[config.mk]
export PLATFORM = sky130hd
export DESIGN_NAME = intc_regbank
export DESIGN_NICKNAME = d
export VERILOG_FILES = /design/src/rtl/intc_regbank_pkg.sv /design/src/rtl/intc_bus_dec.sv /design/src/rtl/intc_src_slot.sv /design/src/rtl/intc_regbank.sv
export SDC_FILE = /design/constraint.sdc
export NUM_CORES = 1
export LEC_CHECK = 0
export BUFFER_PORTS_ARGS = -buffer_cell sky130_fd_sc_hd__buf_4
export CAP_MARGIN = 20
export CORE_ASPECT_RATIO = 1.75
export CORE_MARGIN = 2
export CORE_UTILIZATION = 40
export DETAILED_ROUTE_END_ITERATION = 8
export GPL_TIMING_DRIVEN = 0
export PLACE_DENSITY = 0.76
export SYNTH_ARGS = -nofsm -noshare
export SYNTH_HDL_FRONTEND = slang
export SYNTH_SLANG_ARGS = --single-unit
[constraint.sdc]
create_clock -name clk -period 5.5 [get_ports clk]
set_input_delay 0.825 -clock clk [delete_from_list [all_inputs] [get_ports clk]]
set_output_delay 0.825 -clock clk [all_outputs]
set_load 0.02 [all_outputs]
[src/rtl/intc_regbank_pkg.sv]
package intc_regbank_pkg;

  typedef enum logic [1:0] {
    SZ_BYTE = 2'd0,
    SZ_HALF = 2'd1,
    SZ_WORD = 2'd2,
    SZ_RSVD = 2'd3
  } acc_size_e;

  localparam logic [13:0] SRC_BASE_WORD = 14'h400;

  // Lane mask of an access; all zero when the access is misaligned.
  function automatic logic [3:0] lane_mask(input logic [1:0] size, input logic [1:0] a);
    logic [3:0] m;
    case (size)
      SZ_BYTE: m = 4'b0001 << a;
      SZ_HALF: m = a[0] ? 4'b0000 : (a[1] ? 4'b1100 : 4'b0011);
      SZ_WORD: m = (a == 2'd0) ? 4'b1111 : 4'b0000;
      default: m = 4'b0000;
    endcase
    return m;
  endfunction

  // Bits of a control byte that are forced to one.
  function automatic logic [7:0] ctl_fill(input int ctlbits);
    return 8'hFF >> ctlbits;
  endfunction

endpackage

[src/rtl/intc_bus_dec.sv]
module intc_bus_dec
  import intc_regbank_pkg::*;
#(
  parameter int NSRC = 8,
  localparam int IDXW = (NSRC > 1) ? $clog2(NSRC) : 1
) (
  input  logic            sel,
  input  logic            we,
  input  logic [1:0]      size,
  input  logic [15:0]     addr,
  output logic [3:0]      be,
  output logic            acc_wr,
  output logic            hit_cfg,
  output logic            hit_info,
  output logic            hit_thr,
  output logic            hit_src,
  output logic [IDXW-1:0] src_idx
);
  logic [13:0] wa;
  logic [13:0] src_off;

  assign wa       = addr[15:2];
  assign be       = lane_mask(size, addr[1:0]);
  assign acc_wr   = sel & we & (|be);
  assign hit_cfg  = (wa == 14'd0);
  assign hit_info = (wa == 14'd1);
  assign hit_thr  = (wa == 14'd2);
  assign src_off  = wa - SRC_BASE_WORD;
  assign hit_src  = (wa >= SRC_BASE_WORD) && (32'(src_off) < NSRC);
  assign src_idx  = src_off[IDXW-1:0];
endmodule

[src/rtl/intc_src_slot.sv]
module intc_src_slot
  import intc_regbank_pkg::*;
#(
  parameter int CTLBITS = 6
) (
  input  logic       clk,
  input  logic       rst_n,
  input  logic       wr_en,
  input  logic [3:0] be,
  input  logic       ip_bit,
  input  logic       ie_bit,
  input  logic [2:0] attr_bits,
  input  logic [7:0] ctl_byte,
  output logic       ie,
  output logic [1:0] trig,
  output logic       vec,
  output logic [7:0] ctl,
  output logic       ip_wr,
  output logic       ip_val
);
  localparam logic [7:0] LOW_ONES = ctl_fill(CTLBITS);

  logic [7:0] ctl_q;

  always_ff @(posedge clk or negedge rst_n) begin
    if (!rst_n) begin
      ie    <= 1'b0;
      trig  <= 2'b00;
      vec   <= 1'b0;
      ctl_q <= 8'h00;
    end else if (wr_en) begin
      if (be[1]) ie <= ie_bit;
      if (be[2]) begin
        trig <= attr_bits[2:1];
        vec  <= attr_bits[0];
      end
      if (be[3]) ctl_q <= ctl_byte & ~LOW_ONES;
    end
  end

  assign ctl    = ctl_q | LOW_ONES;
  assign ip_wr  = wr_en & be[0];
  assign ip_val = ip_bit;
endmodule

[src/rtl/intc_regbank.sv]
module intc_regbank
  import intc_regbank_pkg::*;
#(
  parameter int          NSRC    = 8,
  parameter int          CTLBITS = 6,
  parameter logic [7:0]  VERSION = 8'h21
) (
  input  logic                 clk,
  input  logic                 rst_n,
  input  logic                 bus_sel,
  input  logic                 bus_we,
  input  logic [1:0]           bus_size,
  input  logic [15:0]          bus_addr,
  input  logic [31:0]          bus_wdata,
  output logic [31:0]          bus_rdata,
  input  logic [NSRC-1:0]      src_ip_i,
  output logic [3:0]           lvlw_o,
  output logic [7:0]           thresh_o,
  output logic [NSRC-1:0]      ie_o,
  output logic [2*NSRC-1:0]    trig_o,
  output logic [NSRC-1:0]      vec_o,
  output logic [8*NSRC-1:0]    ctl_o,
  output logic [NSRC-1:0]      ip_wr_o,
  output logic [NSRC-1:0]      ip_wdata_o
);
  localparam int          IDXW      = (NSRC > 1) ? $clog2(NSRC) : 1;
  localparam logic [31:0] INFO_WORD = {7'd0, 4'(CTLBITS), VERSION, 13'(NSRC)};

  logic [3:0]      be;
  logic            acc_wr, hit_cfg, hit_info, hit_thr, hit_src;
  logic [IDXW-1:0] src_idx;
  logic            cfg_wr, thr_wr;
  logic [3:0]      lvl_q;
  logic [7:0]      thr_q;
  logic [7:0]      ctl_a [NSRC];
  logic [NSRC-1:0] slot_wr;
  logic [31:0]     rd_word;
  logic            unused_wbits;

  intc_bus_dec #(.NSRC(NSRC)) u_dec (
    .sel(bus_sel), .we(bus_we), .size(bus_size), .addr(bus_addr),
    .be(be), .acc_wr(acc_wr), .hit_cfg(hit_cfg), .hit_info(hit_info),
    .hit_thr(hit_thr), .hit_src(hit_src), .src_idx(src_idx)
  );

  // Named write events for the checker
  assign cfg_wr = acc_wr & hit_cfg & be[0];
  assign thr_wr = acc_wr & hit_thr & be[3];

  always_ff @(posedge clk or negedge rst_n) begin
    if (!rst_n) begin
      lvl_q <= 4'd0;
      thr_q <= 8'd0;
    end else begin
      if (cfg_wr) lvl_q <= bus_wdata[4:1];
      if (thr_wr) thr_q <= bus_wdata[31:24];
    end
  end

  assign lvlw_o   = lvl_q;
  assign thresh_o = thr_q;

  for (genvar g = 0; g < NSRC; g++) begin : g_src
    assign slot_wr[g] = acc_wr & hit_src & (src_idx == IDXW'(g));
    intc_src_slot #(.CTLBITS(CTLBITS)) u_slot (
      .clk(clk), .rst_n(rst_n), .wr_en(slot_wr[g]), .be(be),
      .ip_bit(bus_wdata[0]), .ie_bit(bus_wdata[8]),
      .attr_bits(bus_wdata[18:16]), .ctl_byte(bus_wdata[31:24]),
      .ie(ie_o[g]), .trig(trig_o[2*g +: 2]), .vec(vec_o[g]),
      .ctl(ctl_a[g]), .ip_wr(ip_wr_o[g]), .ip_val(ip_wdata_o[g])
    );
    assign ctl_o[8*g +: 8] = ctl_a[g];
  end

  always_comb begin
    rd_word = 32'd0;
    if (hit_cfg)       rd_word[7:0] = {3'b000, lvl_q, 1'b1};
    else if (hit_info) rd_word      = INFO_WORD;
    else if (hit_thr)  rd_word[31:24] = thr_q;
    else if (hit_src)  rd_word = {ctl_a[src_idx],
                                  2'b11, 3'b000, trig_o[{src_idx, 1'b0} +: 2], vec_o[src_idx],
                                  7'd0, ie_o[src_idx],
                                  7'd0, src_ip_i[src_idx]};
  end

  assign bus_rdata = bus_sel ? (rd_word & {{8{be[3]}}, {8{be[2]}}, {8{be[1]}}, {8{be[0]}}}) : 32'd0;

  assign unused_wbits = ^{bus_wdata[23:19], bus_wdata[15:9], bus_wdata[7:5]};
endmodule

==> impl_table.tex, run 1 <==
\begin{tabular}{lr}
\hline
Metric & Value \\
\hline
\multicolumn{2}{l}{\textbf{Placement}} \\
\quad Count of buffers inserted at the top-level ports & 170 \\
\quad Placer Congestion & 0.842 \\
\quad Minimum setup slack after placement & 1.68 ns \\
\quad HPWL after DPL & 12,400 µm \\
\multicolumn{2}{l}{\textbf{Layout}} \\
\quad Count of nets after finishing & approximately 680 \\
\quad Fill cell total of the finished layout & $\sim$1,200 \\
\quad Proportion of layout cells with a drive suffix above 1 & a little under two thirds \\
\quad Layout Area Growth over Synthesis & 35.7\% \\
\quad Ant diodes & 0 \\
\multicolumn{2}{l}{\textbf{Status}} \\
\quad Outcome & complete, no violations \\
\multicolumn{2}{l}{\textbf{STA}} \\
\quad Largest clock skew in the final design & 0 ns \\
\quad Final setup slack of the worst path & between 1.5 and 2 ns \\
\quad Unrepaired setup endpoints after global routing & no \\
\quad Setup TNS Final & 0 ns \\
\quad Max\_slew headroom & between 30\% and 40\% \\
\quad Fmax & about 260 MHz \\
\quad Final hold violation count & 0 \\
\quad Worst hold slack after final layout & around 0.43 ns \\
\quad Slew at the pin closest to its max-slew limit & around 1.0 ns \\
\quad Post-layout minimum cycle time & about 3.8 ns \\
\quad Final Setup Violations & 0 \\
\quad Max-slew violation count & 0 \\
\quad Final cycle utilization of the critical path & between 60\% and 70\% \\
\multicolumn{2}{l}{\textbf{Die}} \\
\quad Core area & between 0.01 and 0.015 mm² \\
\quad Chip Width & approximately 92 µm \\
\quad Row Count & 56 \\
\quad Number of top-level pins & $\sim$220 \\
\quad Die outline height & about 160 µm \\
\quad Die area & 0.0145 mm² \\
\quad Initial cell density of the core & between 40 and 50\% \\
\multicolumn{2}{l}{\textbf{CTS}} \\
\quad Number of gates resized after cts & 0 \\
\quad Cell at the root of the clock tree & clkbuf\_16 \\
\quad Clock insertion delay at the later pin of the skew report & approximately 0.34 ns \\
\quad Clock-pin slew on the worst setup and hold paths & 0.07 ns \\
\quad Post-CTS Setup Repair Bufs & 0 \\
\quad Maximum level of the CTS H-tree & 3 \\
\quad \# clock sinks & 92 \\
\quad Hold-fix buffers at CTS & 0 \\
\quad Clock tree from TritonCTS & built \\
\quad Worst-case clock buffer depth & 2 \\
\quad CTS Buf Count & 9 \\
\multicolumn{2}{l}{\textbf{Global route}} \\
\quad First-pass GRT wire length & 23,600 µm \\
\quad Combined global-route utilization of all metal layers & 21.4\% \\
\quad Via count of the first global-routing pass & $\sim$4,300 \\
\quad Initial antenna violation count & 0 \\
\quad Pin count of the biggest net entering global routing & 61 \\
\quad Remaining Overflow, GRT & 0 \\
\multicolumn{2}{l}{\textbf{Synth}} \\
\quad Portion of synthesized cell area occupied by the leading cell type & 42.5\% \\
\quad Most used standard cell by instance count after synthesis & dfrtp\_1 \\
\quad Ranking of synthesized cells by area & dfrtp\_1 (42\%), mux2\_2 (18\%), mux4\_2 (9.1\%) \\
\quad Average cell area after synthesis & around 13 µm² \\
\quad Post-synthesis cell type count & 46 \\
\quad Share of synthesized registers carrying an async set or reset & 100\% \\
\quad Warnings from Yosys & 0 \\
\quad Netlist area before placement & around 0.0054 mm² \\
\quad Sequential share of the synthesized area & a little over two fifths \\
\quad Number of enable-type register cells in the synthesized netlist & 0 \\
\quad Dominant synthesized flop cell & dfrtp\_1 \\
\quad Synth cell count leaders & dfrtp\_1 (92), mux2\_2 (89), buf\_4 (61) \\
\quad Post-synthesis cell type with the largest combined area & dfrtp\_1 \\
\quad Post-Synthesis Cells & approximately 400 \\
\quad Number of synthesized register bits & slightly above 90 \\
\multicolumn{2}{l}{\textbf{Drt}} \\
\quad Wire length after detailed routing & 15,700 µm \\
\quad Detailed Routing Iterations Pass 1 & 4 \\
\quad Routed wire length per instance & 19.8 µm \\
\quad Residual DRC & 0 \\
\quad Remaining antenna violation count & 0 \\
\quad Detailed-route via count & just over 4,000 \\
\quad Number of design-rule violations left by the first detailed-router iteration & 125 \\
\quad Ratio of routed vias to standard cells & 5.21 \\
\multicolumn{2}{l}{\textbf{Critical path}} \\
\quad Most common cell on crit path & buf\_4 \\
\quad Top fanout value on the critical path & 8 \\
\quad Arrival time at the worst endpoint & approximately 3.0 ns \\
\quad Required time of the worst setup path & around 4.7 ns \\
\quad List of cells traversed by the critical path & buf\_4, nor4\_2, nand4\_2, o211ai\_1, nor2\_1, buf\_4 \\
\quad CP max stage cell & o211ai\_1 \\
\quad Critical Setup Path Class & primary input to output pin \\
\quad Crit end category & output pin \\
\quad Critical path launch point type & primary input \\
\quad Kind of cell adding the most delay to the critical path & simple AND/OR/NAND/NOR gates \\
\quad Crit-path max cell delay & 0.75 ns \\
\quad Buffering stage count on the worst path with inverters included & 2 \\
\multicolumn{2}{l}{\textbf{Pwr}} \\
\quad LEAKAGE & roughly 0.0037 µW \\
\quad Sum of internal, switching and leakage power & around 1500 µW \\
\quad Peak supply drop & between 0.15 and 0.2 mV \\
\quad Ratio of total power to cell area & just over 200 mW/mm² \\
\multicolumn{2}{l}{\textbf{Hold path}} \\
\quad Worst Hold Class & primary input to asynchronous set/reset pin \\
\multicolumn{2}{l}{\textbf{Run}} \\
\quad Maximum capacitance violations & 0 \\
\hline
\end{tabular}
sequential cells by signal, summed over array words and instances, names as in the netlist:
signal              flops
g_src.u_slot.ctl_q     48
g_src.u_slot.trig      16
g_src.u_slot.ie         8
g_src.u_slot.vec        8
thresh_o                8
lvlw_o                  4
kinds of logic after synthesis:
kind of cell    after synthesis  share of synthesized area [%]
buf+inv                      74                           9.56
compound gates               20                           2.93
flops                        92                           42.5
xor+xnor                      1                          0.162
other cells                   2                          0.139
mux                         125                           30.7
simple gates                 95                           14.0
path summary, 6_finish.rpt:
path	slack (ns)	from	endpoint	depth (start not counted)
setup / recovery	1.68	bus_addr[11]	bus_rdata[28]	6
hold / removal	0.43	rst_n	g_src[3].u_slot.ctl_q[4]$_DFFE_PN0P_	1
setup reg to reg	4.66	g_src[7].u_slot.trig[0]$_DFFE_PN0P_	g_src[7].u_slot.trig[0]$_DFFE_PN0P_	1
hold reg to reg	0.54	g_src[1].u_slot.ie$_DFFE_PN0P_	g_src[1].u_slot.ie$_DFFE_PN0P_	1
max in group asynchronous	4.40	rst_n	thresh_o[2]$_DFFE_PN0P_	2
min in group clk	0.54	g_src[1].u_slot.ie$_DFFE_PN0P_	g_src[1].u_slot.ie$_DFFE_PN0P_	1
per-stage QoR:
step / std cells / area (µm²) / utilization [%]
3_5_place_dp: 780 / 7040 / 52.9
6_report: 796 / 7350 / 55.2
4_1_cts: 796 / 7350 / 55.2
2_1_floorplan: 435 / 5520 / -
3_3_place_gp: 779 / 7010 / 52.7
5_1_grt: 796 / 7350 / 55.2
cells in the final DEF (no fill, tap or decap), types with 7 or more instances in the layout:
cell type  count
nor3_1        12
nand3_1        8
clkbuf_16      9
buf_4        231
dfrtp_1       92
conb_1        28
nor4_4         8
nor2_1        21
mux4_2        22
mux2_1         7
clkbuf_1       9
mux2_2        89
routing by layer:
layer | global-route usage, % | share of wire (%) | vias to the layer above
li1 | - | - | 1859
met1 | 22.8 | 36 | 2083
met2 | 41.7 | 56 | 187
met3 | 3.28 | 6.0 | 16
met4 | 8.17 | 2.1 | 0
met5 | 0 | 0 | -
where the power goes:
group	internal [µW]	switching, µW
Clock	365	293
Combinational	63.7	96.4
Sequential	676	0.0790
final cells by class:
type | count | area (µm²) | area share, %
multi-input cells | 269 | 2700 | 36.7
flip-flops and latches | 92 | 2300 | 31.3
repair buffers | 171 | 1300 | 17.7
plain buffers | 74 | 518 | 7.04
clock buffers | 9 | 225 | 3.06
well taps | 174 | 218 | 2.96
clock inverters | 7 | 91.3 | 1.24
Note: power is estimated with default switching activity, not from simulation.
==> run 2: changes to the inputs <==
--- a/config.mk
+++ b/config.mk
@@ -12,7 +12,7 @@
 export CORE_UTILIZATION = 40
 export DETAILED_ROUTE_END_ITERATION = 8
 export GPL_TIMING_DRIVEN = 0
-export PLACE_DENSITY = 0.76
+export PLACE_DENSITY = 0.79
 export SYNTH_ARGS = -nofsm -noshare
 export SYNTH_HDL_FRONTEND = slang
 export SYNTH_SLANG_ARGS = --single-unit
==> constraint.sdc (replaced) <==
create_clock -name clk -period 3.42 [get_ports clk]
set_input_delay 0.513 -clock clk [delete_from_list [all_inputs] [get_ports clk]]
set_output_delay 0.513 -clock clk [all_outputs]
set_load 0.02 [all_outputs]
==> impl_table.tex, run 2 (synthesized netlist as in run 1, its figures left out) <==
\begin{tabular}{lr}
\hline
Metric & Value \\
\hline
\multicolumn{2}{l}{\textbf{Layout}} \\
\quad Most common cell after layout, fill and taps aside & buf\_4 \\
\quad Total area of multi-input combinational cells & 0.00270 mm² (unchanged) \\
\quad Count of nets after finishing & 680 (+0.15\%) \\
\quad Layout Area Growth over Synthesis & 35.9\% \\
\quad Highest-count cells in the layout ignoring fill and taps & buf\_4 (232), dfrtp\_1 (92), mux2\_2 (89) \\
\quad Flip-flop count of the largest register after layout & 48 (unchanged) \\
\quad Ant diodes & 0 (unchanged) \\
\quad End-of-flow core utilization & 55.3\% (+0.056 points) \\
\quad Proportion of layout cells with a drive suffix above 1 & 63.7\% (about the same) \\
\quad Fill cell total of the finished layout & 1,147 (-2.5\%) \\
\quad Largest register by flop count & g\_src.u\_slot.ctl\_q \\
\quad Flip-flop and latch area & 0.00230 mm² (unchanged) \\
\quad Largest regs & g\_src.u\_slot.ctl\_q (48), g\_src.u\_slot.trig (16) \\
\multicolumn{2}{l}{\textbf{Drt}} \\
\quad Ratio of routed vias to standard cells & 5.14 (-1.2\%) \\
\quad Detailed-route via count & 4,099 (-1.1\%) \\
\quad Wire length after detailed routing & 15,500 µm (-1.5\%) \\
\quad Residual DRC & 0 (unchanged) \\
\quad Detailed Routing Iterations Pass 1 & 4 (unchanged) \\
\quad Number of design-rule violations left by the first detailed-router iteration & 100 (-20\%) \\
\quad Remaining antenna violation count & 0 (unchanged) \\
\quad Routed wire length per instance & 19.5 µm (-1.6\%) \\
\multicolumn{2}{l}{\textbf{Critical path}} \\
\quad Top fanout value on the critical path & 8 (unchanged) \\
\quad Arrival time at the worst endpoint & 2.65 ns (-0.34 ns) \\
\quad Critical Setup Path Class & primary input to output pin \\
\quad Required time of the worst setup path & 2.91 ns (-1.77 ns) \\
\quad List of cells traversed by the critical path & buf\_4, or4\_4, nor4\_2, a22oi\_1, nor2\_1, buf\_4 \\
\quad Most common cell on crit path & buf\_4 \\
\quad Critical path launch point type & primary input \\
\quad Crit end category & output pin \\
\quad Crit-path max cell delay & 0.88 ns (+0.13 ns) \\
\quad CP max stage cell & nor4\_2 \\
\quad Reg2Reg Depth & 1 (unchanged) \\
\multicolumn{2}{l}{\textbf{STA}} \\
\quad Final cycle utilization of the critical path & 92.5\% \\
\quad Max\_slew headroom & 32.6\% (+0.92 points) \\
\quad Slew at the pin closest to its max-slew limit & 1.00 ns (-0.0198 ns) \\
\quad Unrepaired setup endpoints after global routing & no \\
\quad Max-slew violation count & 0 (unchanged) \\
\quad Setup TNS Final & 0 ns (unchanged) \\
\quad Fmax & approximately 320 MHz \\
\quad Final hold violation count & 0 (unchanged) \\
\quad Largest clock skew in the final design & 0 ns (unchanged) \\
\quad Post-layout minimum cycle time & between 3 and 4 ns \\
\quad Final Setup Violations & 0 (unchanged) \\
\multicolumn{2}{l}{\textbf{CTS}} \\
\quad Clock insertion delay at the later pin of the skew report & 0.34 ns (about the same) \\
\quad CTS Buf Count & 9 (unchanged) \\
\quad Cell at the root of the clock tree & clkbuf\_16 \\
\quad Maximum level of the CTS H-tree & 3 (unchanged) \\
\quad \# clock sinks & 92 (unchanged) \\
\quad Hold-fix buffers at CTS & 0 (unchanged) \\
\quad Clock-pin slew on the worst setup and hold paths & 0.07 ns (about the same) \\
\quad Worst-case clock buffer depth & 2 (unchanged) \\
\quad Clock tree from TritonCTS & built \\
\multicolumn{2}{l}{\textbf{Placement}} \\
\quad Count of buffers inserted at the top-level ports & 170 (unchanged) \\
\quad HPWL after DPL & 12,200 µm (-1.6\%) \\
\quad Placer Congestion & 0.860 (+2.2\%) \\
\multicolumn{2}{l}{\textbf{Global route}} \\
\quad Remaining Overflow, GRT & 0 (unchanged) \\
\quad Via count of the first global-routing pass & 4,167 (-2.4\%) \\
\quad Initial antenna violation count & 0 (unchanged) \\
\quad First-pass GRT wire length & 23,300 µm (-1.5\%) \\
\quad Pin count of the biggest net entering global routing & 93 (+52\%) \\
\quad Combined global-route utilization of all metal layers & 21.2\% (-0.16 points) \\
\multicolumn{2}{l}{\textbf{Pwr}} \\
\quad P\_sw & 616 µW (+58\%) \\
\quad Comb power frac & 10.8\% (about the same) \\
\quad Portion of total power attributed to sequential cells & 45.5\% (+0.3 points) \\
\quad Peak supply drop & 0.278 mV (+50\%) \\
\quad Internal power & 1780 µW (+61\%) \\
\quad Clk network pwr share & 43.8\% (-0.2 points) \\
\quad LEAKAGE & 0.00374 µW (+0.11\%) \\
\quad Ratio of total power to cell area & 325 mW/mm² (+60\%) \\
\quad Proportion of total power due to net switching & 25.7\% (-0.33 points) \\
\multicolumn{2}{l}{\textbf{Status}} \\
\quad Outcome & complete, no violations \\
\multicolumn{2}{l}{\textbf{Die}} \\
\quad Die outline height & 158 µm (unchanged) \\
\quad Core area & 0.0133 mm² (unchanged) \\
\quad Die area & 0.0145 mm² (unchanged) \\
\quad Initial cell density of the core & 40.7\% (unchanged) \\
\quad Row Count & 56 (unchanged) \\
\quad Chip Width & 92.0 µm (unchanged) \\
\quad Number of top-level pins & 218 (unchanged) \\
\multicolumn{2}{l}{\textbf{Run}} \\
\quad Maximum capacitance violations & 0 (unchanged) \\
\multicolumn{2}{l}{\textbf{Hold path}} \\
\quad Worst Hold Class & primary input to asynchronous set/reset pin \\
\hline
\end{tabular}
==> run 2: cell types whose count changed in the layout (fill, tap and decap cells not counted) <==
cell / before / now
buf_4: 231 / 232
==> run 2: timing repair <==
item | in CTS | in global routing
hold endpoints to repair | 0 | 0
resized for setup | 0 | 0
setup buffers | 0 | 1
setup endpoints to repair | 0 | 8
==> run 2: routing by layer <==
| metal | global-route usage, % | part of all wire, % | wire length (µm) | vias up |
|---|---|---|---|---|
| li1 | - | - | - | 1859 |
| met1 | 22.9 | 35 | 5450 | 2047 |
| met2 | 41.0 | 56 | 8730 | 178 |
| met3 | 4.52 | 7.0 | 1090 | 15 |
| met4 | 6.61 | 1.5 | 233 | 0 |
| met5 | 0 | 0 | 0 | - |
==> run 2: path summary, 6_finish.rpt <==
check                                               start                               to  slack [ns]
max reg2reg                g_src[1].u_slot.ie$_DFFE_PN0P_   g_src[1].u_slot.ie$_DFFE_PN0P_        2.60
max                                           bus_addr[7]                    bus_rdata[26]        0.26
min in group clk                            bus_wdata[25]          thresh_o[1]$_DFFE_PN0P_        0.40
max in group asynchronous                           rst_n            lvlw_o[0]$_DFFE_PN0P_        2.68
min                                                 rst_n  g_src[0].u_slot.vec$_DFFE_PN0P_        0.06
min reg2reg                g_src[3].u_slot.ie$_DFFE_PN0P_   g_src[3].u_slot.ie$_DFFE_PN0P_        0.54
==> run 2: worst max-delay path: cells and delay by family <==
family	cells	cell delay [ns]
and+or+nand+nor	3	1.63
buffers and inverters	2	0.28
AOI/OAI and AO/OA	1	0.22
==> run 2: area by class of cell <==
class / instances / share of cell area (%)
tap: 174 / 2.96
clock buffer: 9 / 3.06
buffer: 74 / 7.04
multi-input combinational: 269 / 36.6
sequential: 92 / 31.3
clock inverter: 7 / 1.24
timing repair buffer: 172 / 17.8
==> run 2: power by group through the flow <==
stage,registers [µW],logic (µW),clock network (µW)
global route,1090,277,1110
detailed placement,1110,253,0
finish,1090,257,1050
CTS,1090,253,1070
floorplan,1110,141,0
global placement,1110,247,0
==> run 2: stage by stage <==
stage | setup slack (ns) | instances | hold slack (ns) | instance area [µm²] | power, µW
floorplan | 0.595 | 435 | 0.217 | 5520 | 1250
detailed placement | 0.101 | 779 | 0.519 | 7010 | 1360
finish | 0.257 | 797 | 0.0597 | 7360 | 2390
global placement | 0.112 | 779 | 0.499 | 7010 | 1360
global route | 0.0868 | 797 | 0.0581 | 7360 | 2480
CTS | 0.0761 | 795 | 0.391 | 7330 | 2410
==> run 3: changes to the inputs <==
--- a/config.mk
+++ b/config.mk
@@ -5,14 +5,14 @@
 export SDC_FILE = /design/constraint.sdc
 export NUM_CORES = 1
 export LEC_CHECK = 0
-export BUFFER_PORTS_ARGS = -buffer_cell sky130_fd_sc_hd__buf_4
 export CAP_MARGIN = 20
 export CORE_ASPECT_RATIO = 1.75
 export CORE_MARGIN = 2
 export CORE_UTILIZATION = 40
 export DETAILED_ROUTE_END_ITERATION = 8
+export DONT_BUFFER_PORTS = 1
 export GPL_TIMING_DRIVEN = 0
-export PLACE_DENSITY = 0.79
+export PLACE_DENSITY = 0.62
 export SYNTH_ARGS = -nofsm -noshare
 export SYNTH_HDL_FRONTEND = slang
 export SYNTH_SLANG_ARGS = --single-unit
==> constraint.sdc (replaced) <==
create_clock -name clk -period 3.5 [get_ports clk]
set_input_delay 0.525 -clock clk [delete_from_list [all_inputs] [get_ports clk]]
set_output_delay 0.525 -clock clk [all_outputs]
set_load 0.02 [all_outputs]
==> impl_table.tex, run 3 (synthesized netlist as in run 1, its figures left out) <==
\begin{tabular}{lr}
\hline
Metric & Value \\
\hline
\multicolumn{2}{l}{\textbf{Layout}} \\
\quad Non-Filler Instances & 628 (-21\%) \\
\quad Largest register by flop count & g\_src.u\_slot.ctl\_q \\
\quad Proportion of layout cells with a drive suffix above 1 & 50.0\% (-14 points) \\
\quad Total area of multi-input combinational cells & 0.00270 mm² (+0.23\%) \\
\quad Most common cell after layout, fill and taps aside & dfrtp\_1 \\
\quad Flip-flop count of the largest register after layout & 48 (unchanged) \\
\quad Highest-count cells in the layout ignoring fill and taps & dfrtp\_1 (92), mux2\_2 (89), buf\_4 (61) \\
\quad Flip-flop and latch area & 0.00230 mm² (unchanged) \\
\quad Largest regs & g\_src.u\_slot.ctl\_q (48), g\_src.u\_slot.trig (16) \\
\quad Count of nets after finishing & 509 (-25\%) \\
\quad Layout Area Growth over Synthesis & 12.4\% \\
\quad Fill cell total of the finished layout & 1,231 (+7.3\%) \\
\multicolumn{2}{l}{\textbf{CTS}} \\
\quad Clock tree from TritonCTS & built \\
\quad Worst-case clock buffer depth & 2 (unchanged) \\
\quad Clock insertion delay at the later pin of the skew report & 0.34 ns (about the same) \\
\quad Cell at the root of the clock tree & clkbuf\_16 \\
\quad \# clock sinks & 92 (unchanged) \\
\quad Maximum level of the CTS H-tree & 3 (unchanged) \\
\quad CTS Buf Count & 9 (unchanged) \\
\quad Post-CTS Setup Repair Bufs & 0 (unchanged) \\
\quad Clock-pin slew on the worst setup and hold paths & 0.07 ns (about the same) \\
\multicolumn{2}{l}{\textbf{Drt}} \\
\quad Number of design-rule violations left by the first detailed-router iteration & 113 (+13\%) \\
\quad Detailed Routing Iterations Pass 1 & 4 (unchanged) \\
\quad Wire length after detailed routing & 14,800 µm (-4.9\%) \\
\quad Detailed-route via count & 3,495 (-15\%) \\
\quad Residual DRC & 0 (unchanged) \\
\quad Routed wire length per instance & 23.5 µm (+21\%) \\
\quad Ratio of routed vias to standard cells & 5.57 (+8.2\%) \\
\quad Remaining antenna violation count & 0 (unchanged) \\
\multicolumn{2}{l}{\textbf{STA}} \\
\quad Max\_slew headroom & 32.2\% (-0.34 points) \\
\quad Largest clock skew in the final design & 0 ns (unchanged) \\
\quad Worst hold slack after final layout & 0.0908 ns (+0.0312 ns) \\
\quad Final hold violation count & 0 (unchanged) \\
\quad Final cycle utilization of the critical path & between 90\% and 100\% \\
\quad Fmax & $\sim$300 MHz \\
\quad Post-layout minimum cycle time & 3.29 ns \\
\quad Setup TNS Final & 0 ns (unchanged) \\
\quad Slew at the pin closest to its max-slew limit & 1.01 ns (+0.0110 ns) \\
\quad Final Setup Violations & 0 (unchanged) \\
\quad Max-slew violation count & 0 (unchanged) \\
\quad Unrepaired setup endpoints after global routing & no \\
\multicolumn{2}{l}{\textbf{Critical path}} \\
\quad Critical path launch point type & primary input \\
\quad Reg2Reg Depth & 1 (unchanged) \\
\quad Arrival time at the worst endpoint & 2.77 ns (+0.12 ns) \\
\quad Crit end category & output pin \\
\quad Required time of the worst setup path & 2.97 ns (+0.06 ns) \\
\quad Critical Setup Path Class & primary input to output pin \\
\quad Top fanout value on the critical path & 8 (unchanged) \\
\multicolumn{2}{l}{\textbf{Die}} \\
\quad Die outline height & 158 µm (unchanged) \\
\quad Core area & 0.0133 mm² (unchanged) \\
\quad Chip Width & 92.0 µm (unchanged) \\
\quad Initial cell density of the core & 40.7\% (unchanged) \\
\quad Row Count & 56 (unchanged) \\
\quad Die area & 0.0145 mm² (unchanged) \\
\quad Number of top-level pins & 218 (unchanged) \\
\multicolumn{2}{l}{\textbf{Placement}} \\
\quad Count of buffers inserted at the top-level ports & 0 (-100\%) \\
\quad Placer Congestion & 0.787 (-8.5\%) \\
\quad Placed instance count & 609 (-22\%) \\
\quad HPWL after DPL & 11,300 µm (-6.8\%) \\
\multicolumn{2}{l}{\textbf{Status}} \\
\quad Outcome & complete, no violations \\
\multicolumn{2}{l}{\textbf{Global route}} \\
\quad Initial antenna violation count & 4 (+4) \\
\quad First-pass GRT wire length & 22,000 µm (-5.5\%) \\
\quad Pin count of the biggest net entering global routing & 93 (unchanged) \\
\quad Remaining Overflow, GRT & 0 (unchanged) \\
\quad Combined global-route utilization of all metal layers & 20.4\% (-0.80 points) \\
\quad Via count of the first global-routing pass & 3,610 (-13\%) \\
\multicolumn{2}{l}{\textbf{Pwr}} \\
\quad LEAKAGE & 0.00284 µW (-24\%) \\
\quad Peak supply drop & 0.331 mV (+19\%) \\
\quad Ratio of total power to cell area & 373 mW/mm² (+15\%) \\
\multicolumn{2}{l}{\textbf{Hold path}} \\
\quad Worst Hold Class & primary input to asynchronous set/reset pin \\
\multicolumn{2}{l}{\textbf{Run}} \\
\quad Maximum capacitance violations & 0 (unchanged) \\
\hline
\end{tabular}
## run 3: changes by cell type in the layout (fill, tap and decap cells not counted), sizes merged
| cell | change |
|---|---|
| buf | -171 |
| clkbuf | +2 |
| clkinv | +1 |
| diode | +2 |
| inv | -3 |
## run 3: worst max-delay path: stages
cell and delay (ns):
nor4_2 0.61, nand4_2 0.45, o211ai_1 0.86, nor2_1 0.32
## run 3: routing by layer
metal / part of all wire [%] / global-route usage (%) / vias to the layer above
met5: 0.16 / 0 / -
met4: 2.2 / 7.11 / 4
met3: 10 / 8.19 / 25
met2: 52 / 36.6 / 182
met1: 35 / 21.7 / 1766
li1: - / - / 1518
## run 3: where the power goes
group	switching, µW	internal, µW
clock	443	584
combinational	119	64.7
sequential	0.306	1060
total	562	1710
## run 3: area by class of cell
class / count / share of cell area, %
Multi-Input combinational cell: 269 / 44.4
Sequential cell: 92 / 37.8
Buffer: 74 / 8.51
Clock buffer: 11 / 3.99
Tap cell: 174 / 3.58
Clock inverter: 5 / 1.19
Timing Repair Buffer: 1 / 0.452
Antenna cell: 2 / 0.0822
## run 3: repair_timing
item | CTS | global route
setup endpoints to repair | 0 | 1
hold buffers | 1 | 0
resized for setup | 0 | 1
hold endpoints to repair | 92 | 0
## run 3: path summary, 6_finish.rpt
kind / slack [ns] / from / to
max in group asynchronous: 3.03 / rst_n / g_src[3].u_slot.ie$_DFFE_PN0P_
max reg2reg: 2.57 / g_src[7].u_slot.trig[1]$_DFFE_PN0P_ / g_src[7].u_slot.trig[1]$_DFFE_PN0P_
min in group clk: 0.31 / bus_wdata[8] / g_src[0].u_slot.ie$_DFFE_PN0P_
min: 0.09 / rst_n / g_src[1].u_slot.trig[1]$_DFFE_PN0P_
max: 0.21 / bus_addr[7] / bus_rdata[30]
min reg2reg: 0.53 / g_src[0].u_slot.ie$_DFFE_PN0P_ / g_src[0].u_slot.ie$_DFFE_PN0P_
## run 3: metrics by stage
step           area (µm²)  total power (µW)  utilization [%]  setup slack, ns
6_report             6090              2270             45.7            0.206
3_3_place_gp         5730              1240             43.1            0.143
2_1_floorplan        5520              1220                -            0.651
4_1_cts              6080              2290             45.6            0.124
5_1_grt              6080              2350             45.7           0.0531
3_5_place_dp         5730              1240             43.1            0.137
